[src/rtl/itc_cell_pkg.sv]
package itc_cell_pkg;

  typedef enum logic [1:0] {
    VIEW_DIRECT = 2'd0,
    VIEW_TAG    = 2'd1,
    VIEW_EF_WAIT = 2'd2,
    VIEW_EF_TRY  = 2'd3
  } cellView_e;

  localparam int TAG_E_BIT     = 0;
  localparam int TAG_F_BIT     = 1;
  localparam int TAG_T_BIT     = 16;
  localparam int TAG_Q_BIT     = 17;
  localparam int TAG_CNT_LSB   = 18;
  localparam int TAG_DEPTH_LSB = 28;

  // strobes from control to datapath
  typedef struct packed {
    logic push;
    logic pop;
    logic overwrite;
    logic loadRd;
    logic selHead;
    logic selTag;
  } cellStrb_t;

endpackage

[src/rtl/itc_cell_ctrl.sv]
module itc_cell_ctrl
  import itc_cell_pkg::*;
#(
  parameter int THREADS = 64,
  localparam int TID_W = $clog2(THREADS)
) (
  input  logic               clk,
  input  logic               rst_n,
  input  cellView_e          view,
  input  logic               rdEn,
  input  logic               wrEn,
  input  logic [2:0]         ctrlBits,   // {T, F, E} from write data
  input  logic [TID_W-1:0]   threadId,
  input  logic               cntZero,
  input  logic               cntOne,
  input  logic               cntFull,
  input  logic               cntLast,
  output cellStrb_t          strb,
  output logic               eFlag,
  output logic               fFlag,
  output logic               tFlag,
  output logic               blocked,
  output logic [THREADS-1:0] wakeVec,
  output logic [THREADS-1:0] blockedMap
);

  logic isRd, isWr, efView, waitView, stall, proceed, ctrlWr;

  always_comb begin
    isRd     = rdEn;
    isWr     = wrEn & ~rdEn;
    efView   = (view == VIEW_EF_WAIT) || (view == VIEW_EF_TRY);
    waitView = (view == VIEW_EF_WAIT);
    stall    = waitView & ((isRd & eFlag) | (isWr & fFlag));
    proceed  = efView & (isRd | isWr) & ~stall;
    ctrlWr   = isWr & (view == VIEW_TAG);

    strb.pop       = isRd & efView & ~stall & ~cntZero;
    strb.push      = isWr & efView & ~stall & ~cntFull;
    strb.overwrite = isWr & (view == VIEW_DIRECT) & ~cntZero;
    strb.loadRd    = isRd;
    strb.selHead   = isRd & ((view == VIEW_DIRECT) | strb.pop);
    strb.selTag    = isRd & (view == VIEW_TAG);
  end

  always_ff @(posedge clk) begin
    if (!rst_n) begin
      eFlag      <= 1'b1;
      fFlag      <= 1'b0;
      tFlag      <= 1'b0;
      blocked    <= 1'b0;
      wakeVec    <= '0;
      blockedMap <= '0;
    end else begin
      blocked <= stall;
      wakeVec <= (proceed && (|blockedMap)) ? blockedMap : '0;

      if (stall)
        blockedMap <= blockedMap | (THREADS'(1) << threadId);
      else if (proceed)
        blockedMap <= '0;

      if (ctrlWr) begin
        tFlag <= ctrlBits[2];
        fFlag <= ctrlBits[1];
        eFlag <= ctrlBits[0];
      end else if (strb.pop) begin
        fFlag <= 1'b0;
        if (cntOne) eFlag <= 1'b1;
      end else if (strb.push) begin
        eFlag <= 1'b0;
        if (cntLast) fFlag <= 1'b1;
      end
    end
  end

endmodule

[src/rtl/itc_cell_dpath.sv]
module itc_cell_dpath
  import itc_cell_pkg::*;
#(
  parameter int DATA_W     = 64,
  parameter int DEPTH_LOG2 = 3,
  localparam int DEPTH = 1 << DEPTH_LOG2,
  localparam int CW    = DEPTH_LOG2 + 1
) (
  input  logic              clk,
  input  logic              rst_n,
  input  cellStrb_t         strb,
  input  logic [DATA_W-1:0] wrData,
  input  logic              eFlag,
  input  logic              fFlag,
  input  logic              tFlag,
  output logic              cntZero,
  output logic              cntOne,
  output logic              cntFull,
  output logic              cntLast,
  output logic [CW-1:0]     fillCount,
  output logic [DATA_W-1:0] rdData
);

  logic [DEPTH_LOG2-1:0] rdPtr, wrIdx, lastIdx;
  logic [CW-1:0]         count;
  logic [DATA_W-1:0]     entry [DEPTH];
  logic [DATA_W-1:0]     tagWord;

  always_comb begin
    wrIdx   = rdPtr + count[DEPTH_LOG2-1:0];
    lastIdx = wrIdx - 1'b1;
    cntZero = (count == '0);
    cntOne  = (count == CW'(1));
    cntFull = (count == CW'(DEPTH));
    cntLast = (count == CW'(DEPTH - 1));
    fillCount = count;

    tagWord = '0;
    tagWord[TAG_E_BIT] = eFlag;
    tagWord[TAG_F_BIT] = fFlag;
    tagWord[TAG_T_BIT] = tFlag;
    tagWord[TAG_Q_BIT] = 1'b1;
    tagWord[TAG_CNT_LSB +: CW] = count;
    tagWord[TAG_DEPTH_LSB +: 4] = 4'(DEPTH_LOG2);
  end

  for (genvar i = 0; i < DEPTH; i++) begin : gEntry
    always_ff @(posedge clk) begin
      if (!rst_n)
        entry[i] <= '0;
      else if (strb.push && (wrIdx == DEPTH_LOG2'(i)))
        entry[i] <= wrData;
      else if (strb.overwrite && (lastIdx == DEPTH_LOG2'(i)))
        entry[i] <= wrData;
    end
  end

  always_ff @(posedge clk) begin
    if (!rst_n) begin
      rdPtr  <= '0;
      count  <= '0;
      rdData <= '0;
    end else begin
      if (strb.pop) begin
        rdPtr <= rdPtr + 1'b1;
        count <= count - 1'b1;
      end else if (strb.push) begin
        count <= count + 1'b1;
      end
      if (strb.loadRd)
        rdData <= strb.selHead ? entry[rdPtr] : (strb.selTag ? tagWord : '0);
    end
  end

endmodule

[src/rtl/itc_fifo_cell.sv]
module itc_fifo_cell
  import itc_cell_pkg::*;
#(
  parameter int DATA_W     = 64,
  parameter int DEPTH_LOG2 = 3,
  parameter int THREADS    = 64,
  localparam int TID_W = $clog2(THREADS),
  localparam int CW    = DEPTH_LOG2 + 1
) (
  input  logic               clk,
  input  logic               rst_n,
  input  logic [1:0]         view,
  input  logic               rdEn,
  input  logic               wrEn,
  input  logic [DATA_W-1:0]  wrData,
  input  logic [TID_W-1:0]   threadId,
  output logic [DATA_W-1:0]  rdData,
  output logic               blocked,
  output logic [THREADS-1:0] wakeVec
);

  cellStrb_t          strb;
  logic               eFlag, fFlag, tFlag;
  logic               cntZero, cntOne, cntFull, cntLast;
  logic [CW-1:0]      fillCount;
  logic [THREADS-1:0] blockedMap;

  itc_cell_ctrl #(.THREADS(THREADS)) uCtrl (
    .clk       (clk),
    .rst_n     (rst_n),
    .view      (cellView_e'(view)),
    .rdEn      (rdEn),
    .wrEn      (wrEn),
    .ctrlBits  ({wrData[TAG_T_BIT], wrData[TAG_F_BIT], wrData[TAG_E_BIT]}),
    .threadId  (threadId),
    .cntZero   (cntZero),
    .cntOne    (cntOne),
    .cntFull   (cntFull),
    .cntLast   (cntLast),
    .strb      (strb),
    .eFlag     (eFlag),
    .fFlag     (fFlag),
    .tFlag     (tFlag),
    .blocked   (blocked),
    .wakeVec   (wakeVec),
    .blockedMap(blockedMap)
  );

  itc_cell_dpath #(.DATA_W(DATA_W), .DEPTH_LOG2(DEPTH_LOG2)) uDp (
    .clk      (clk),
    .rst_n    (rst_n),
    .strb     (strb),
    .wrData   (wrData),
    .eFlag    (eFlag),
    .fFlag    (fFlag),
    .tFlag    (tFlag),
    .cntZero  (cntZero),
    .cntOne   (cntOne),
    .cntFull  (cntFull),
    .cntLast  (cntLast),
    .fillCount(fillCount),
    .rdData   (rdData)
  );

endmodule

[config.mk]
export PLATFORM = sky130hd
export DESIGN_NAME = itc_fifo_cell
export DESIGN_NICKNAME = d
export VERILOG_FILES = /design/src/rtl/itc_cell_pkg.sv /design/src/rtl/itc_cell_ctrl.sv /design/src/rtl/itc_cell_dpath.sv /design/src/rtl/itc_fifo_cell.sv
export SDC_FILE = /design/constraint.sdc
export NUM_CORES = 1
export LEC_CHECK = 0
export ABC_AREA = 0
export BUFFER_PORTS_ARGS = -buffer_cell sky130_fd_sc_hd__buf_2
export CORE_ASPECT_RATIO = 1.5
export CORE_MARGIN = 1
export CORE_UTILIZATION = 41
export DETAILED_ROUTE_END_ITERATION = 10
export SETUP_SLACK_MARGIN = 0.3
export SLEW_MARGIN = 5
export SYNTH_ARGS = -nofsm -noshare
export SYNTH_HDL_FRONTEND = slang
export SYNTH_SLANG_ARGS = --single-unit
[constraint.sdc]
create_clock -name clk -period 4.52 [get_ports clk]
set_input_delay 0.452 -clock clk [delete_from_list [all_inputs] [get_ports clk]]
set_output_delay 0.452 -clock clk [all_outputs]
set_load 0.005 [all_outputs]
Word-level counts from Yosys, hierarchy flattened
Memories as Yosys holds them, arrays and structs flattened. A register that Yosys moved wholly into a read port is not among the register bits.
Index checks and enable logic that the tools add are counted.

storage, ports and cells
  RAM bits = 512
  register bits = 203
  input bits = 76
  logic and storage cells = 197
  memories = 1
  output and inout port bits = 129

memories
  name       depth  width  rd ports  clocked after Yosys merged registers in  write ports  RTL line              RTL
  uDp.entry  8      64     1         1                                        8            itc_cell_dpath.sv:26  logic [DATA_W-1:0] entry [DEPTH];

operators by class
  muxes and demuxes = 89
  reduce and logical (&&, ||, !) cells = 30
  add/sub/neg operators = 5
  shift operators = 1
  equality and inequality tests = 21
  bitwise logic cells = 41

operators with widths
  cell                  number
  $mux 64               19
  $mux 1                65
  $or 64x64->64         1
  $reduce_or 64->1      1
  $shl 1x6->64 const A  1
  $mux 30               1
  $eq 3x3->1 const B    8
  $or 1x1->1            19
  $and 1x1->1           17
  $logic_and 1x1->1     17
  $eq 3x2->1 const B    4
  $mux 4                2
  $eq 3x1->1 const B    2
  $logic_not 3->1       2
  $mux 3                2
  $reduce_and 2->1      3
  $reduce_bool 3->1     2
  $add 4x1->4 const B   1
  $eq 2x2->1 const B    2
  $eq 4x1->1 const B    1
  $eq 4x3->1 const B    1
  $eq 4x4->1 const B    1
  $logic_not 4->1       1
  $not 1->1             4
  9 further kinds       10

Depth between registers and ports, before layout
  depth after elaboration = 14
  gate-level depth with buffers = 8
  depth with buffers taken out = 6

Modules after synthesis
A second synthesis with hierarchy kept.

unflattened totals
  cells, all modules = 2,339
  area total of the unflattened synthesis = 29,832.4 um^2

modules (own cells, without submodules)
  module          area an instance (um^2)  cells each  seq. area each (um^2)  instances
  itc_cell_dpath  25,575.8                 1,911       16,856.2               1
  itc_cell_ctrl   4,256.6                  428         2,642.5                1

Least setup slack after synthesis
Ideal clock, no wire load.

  path kind = register to register
  start = register uDp.count[0] (netlist: uDp.fillCount[0])
  end = memory uDp.entry[1][0] (enable)
  buffers on the path = 2
  period minus slack after synthesis = 3.643 ns
  cell stages (with the launch flop) = 9
  arrival time = 2.954 ns
  slack = 0.877 ns
  required time = 3.831 ns
  library setup time = 0.689 ns
  cell sequence = dfxtp_1 -> ha_1 -> fa_1 -> xnor3_1 -> nor2b_1 -> a32oi_1 -> buf_2 -> buf_4 -> nand2_1

RTL lines
  element                   RTL line              RTL
  start: declaration        itc_cell_dpath.sv:25  logic [CW-1:0] count;
  start signal: assignment  itc_cell_dpath.sv:66  count <= count - 1'b1;
  start signal: assignment  itc_cell_dpath.sv:68  count <= count + 1'b1;
  end: declaration          itc_cell_dpath.sv:26

==> flow_metrics.tcl <==
set metrics [dict create \
    final_nets 2223 \
    yosysTopAreaCellShare 0.540 \
    wl_met1_mm 28.5 \
    post_cts_resized 0 \
    grt_usage 0.211 \
    drc 0 \
    p_per_area_nw_per_um2 427 \
    dieArea_um2 70600 \
    min_period_ns 3.37 \
    synthTopCellsByCount "nor2_1, edfxtp_1, dfxtp_1" \
    die_w_um 217 \
    tightest_slew_ns 1.16 \
    ctsHoldBuffers 0 \
    grt_overflow 0 \
    grt_pass1_wl_mm 111 \
    post-route-util 0.475 \
    route.met3.wl_mm 4.65 \
    ant_nets 0 \
    die_height_um 325 \
    finalClockSkew_ns 0.0240 \
    ys_ff_latch 718 \
    cts_tree "built" \
    grt_max_degree 96 \
    gp_congestion 0.796 \
    slew_headroom 0.225 \
    period_share 0.745 \
    cap_viol_max_count 0 \
    yosysSeqAreaShare 0.684 \
    worst_hold_slack_ns 0.125 \
    drtPass1Iterations 5 \
    r2r_cells 7 \
    finalSetupTns_ns 0 \
    cts.path.max_buffers 3 \
    placedInstanceArea_um2 30400 \
    syn_nets 2060 \
    cts_inserted_buffers 67 \
    highest_layer "met5" \
    required_ns 4.80 \
    synth_edf_count 512 \
    rows 118 \
    crit_path_end_kind "register" \
    critical_path_class "register to register" \
    dp_hpwl_mm 42.4 \
    drt-initial-drc-count 1200 \
    yosysUniqueCellTypes 51 \
    cts_sinks 718 \
    yosysMostFrequentCell "nor2_1" \
    peakVddDrop_uv 283 \
    cp_max_fo 38 \
    rsz0062_at_grt "no" \
    antenna_found_initial 5 \
    synth_top_cell_by_area "edfxtp_1" \
    hp-class "primary input to register" \
    drv_slew 0 \
    postSynthAreaPerCell_um2 14.4 \
    fmax_ghz 0.297 \
    ios 205 \
    cp.arrival_ns 3.65 \
    holdPathStages 3 \
    start_util 0.413 \
    setup_viol 0 \
    worst_setup_path_start_kind "register" \
    fin_area_um2 32700 \
    synth_area_um2 28500 \
    status "finished, final reports clean" \
    via_per_inst 5.48 \
    leakagePower_nw 12.0 \
    wl_met2_mm 37.8 \
    num_vias 17000 \
    clock_latency_ns 0.61 \
    synthCells 1978 \
    io_buffers 204 \
    postCtsSetupRepairBufs 0 \
    totalWireLength_mm 73.7 \
    synth.area.top_cells "edfxtp_1, dfxtp_1, mux4_2" \
    cts_max_level 3 \
    cts_root_buf "clkbuf_16" \
    synthFlopType "edfxtp_1" \
    syn2layout_area_growth_pct 14.9 \
    async_flop_share 0 \
    hold_viol_final 0 \
    cts.clk_slew.worst_paths_ns 0.07 \
    drive_above_1_share 0.252 \
    wl_per_cell_um 23.8 \
    yosys_warnings 0 \
    grt_pass1_vias 18000 \
    core-area_um2 68900 \
]
[registers in the layout, indices dropped and copies added, names as in the netlist, named ones only]
signal	flops
uDp.entry	512
uCtrl.tFlag	1
uCtrl.eFlag	1
uDp.fillCount	4
uDp.rdPtr	3
uDp.rdData	64
uCtrl.wakeVec	64
uCtrl.blockedMap	64
uCtrl.fFlag	1
uCtrl.blocked	1
[layer usage]
metal,GRT usage,vias to the layer above
li1,-,7610
met1,0.256,8673
met2,0.367,565
met3,0.0409,129
met4,0.0857,8
met5,0,-
[cell families (layout without fill, tap and decap cells)]
group	Yosys count	after routing	synth area share
AND/OR/NAND/NOR	740	740	0.110
multiplexers	197	197	0.127
adder cells (fa/ha/maj)	6	6	0.00290
AO/OA/AOI/OAI	167	167	0.0474
other	0	4	0
XOR/XNOR	3	3	0.00141
flip-flops	718	718	0.684
buffers and inverters	147	362	0.0269
[worst max-delay path: stages (launching register included)]
cell and delay, ns:
dfxtp_1 0.41, ha_1 0.26, fa_1 0.37, xnor3_1 0.28, nor2b_1 0.51, a32oi_4 0.23
nand2_4 0.57, buf_4 0.38
[power by group]
| part | switching (mW) | internal, mW | total [mW] |
|---|---|---|---|
| sequential | 0.0828 | 7.25 | 7.33 |
| clock | 2.42 | 3.53 | 5.95 |
| combinational | 0.478 | 0.230 | 0.708 |
[placed cells by master (no fill, tap or decap), types with 63 or more instances in the layout]
master,netlist,layout
and3_1,66,65
buf_2,55,203
nor2_1,531,530
mux4_2,126,126
o2bb2ai_1,63,63
mux2_2,63,63
nand2_1,93,85
dfxtp_1,206,203
edfxtp_1,512,512
clkbuf_16,0,72
[final cells by class]
cell class              instances  area, um2
fillers                      5991      36200
inverters                       4       15.0
clock buffers                 102       2000
well taps                     900       1130
flip-flops and latches        718      19500
multi-input cells            1113       8430
repair buffers                237       1350
diodes                          4       10.0
clock inverters                19        303
[metrics by stage]
| step | power (mW) | instances | setup slack [ns] |
|---|---|---|---|
| global route | 14.4 | 3094 | 0.988 |
| floorplan | 7.87 | 1978 | 0.877 |
| global placement | 8.17 | 2972 | 1.25 |
| detailed placement | 8.19 | 2972 | 1.16 |
| finish | 14.0 | 3097 | 1.15 |
| CTS | 14.1 | 3093 | 1.14 |
[final timing paths]
path	end	slack, ns	from
worst min-delay path	uCtrl.tFlag	0.12	wrData[16]
worst max-delay path	uDp.entry[1][34]	1.15	uDp.fillCount[0]
worst max register to register	uDp.entry[1][34]	1.15	uDp.fillCount[0]
worst min register to register	uCtrl.blockedMap[6]	0.45	uCtrl.blockedMap[6]
Note: power is estimated with default switching activity, not from simulation.
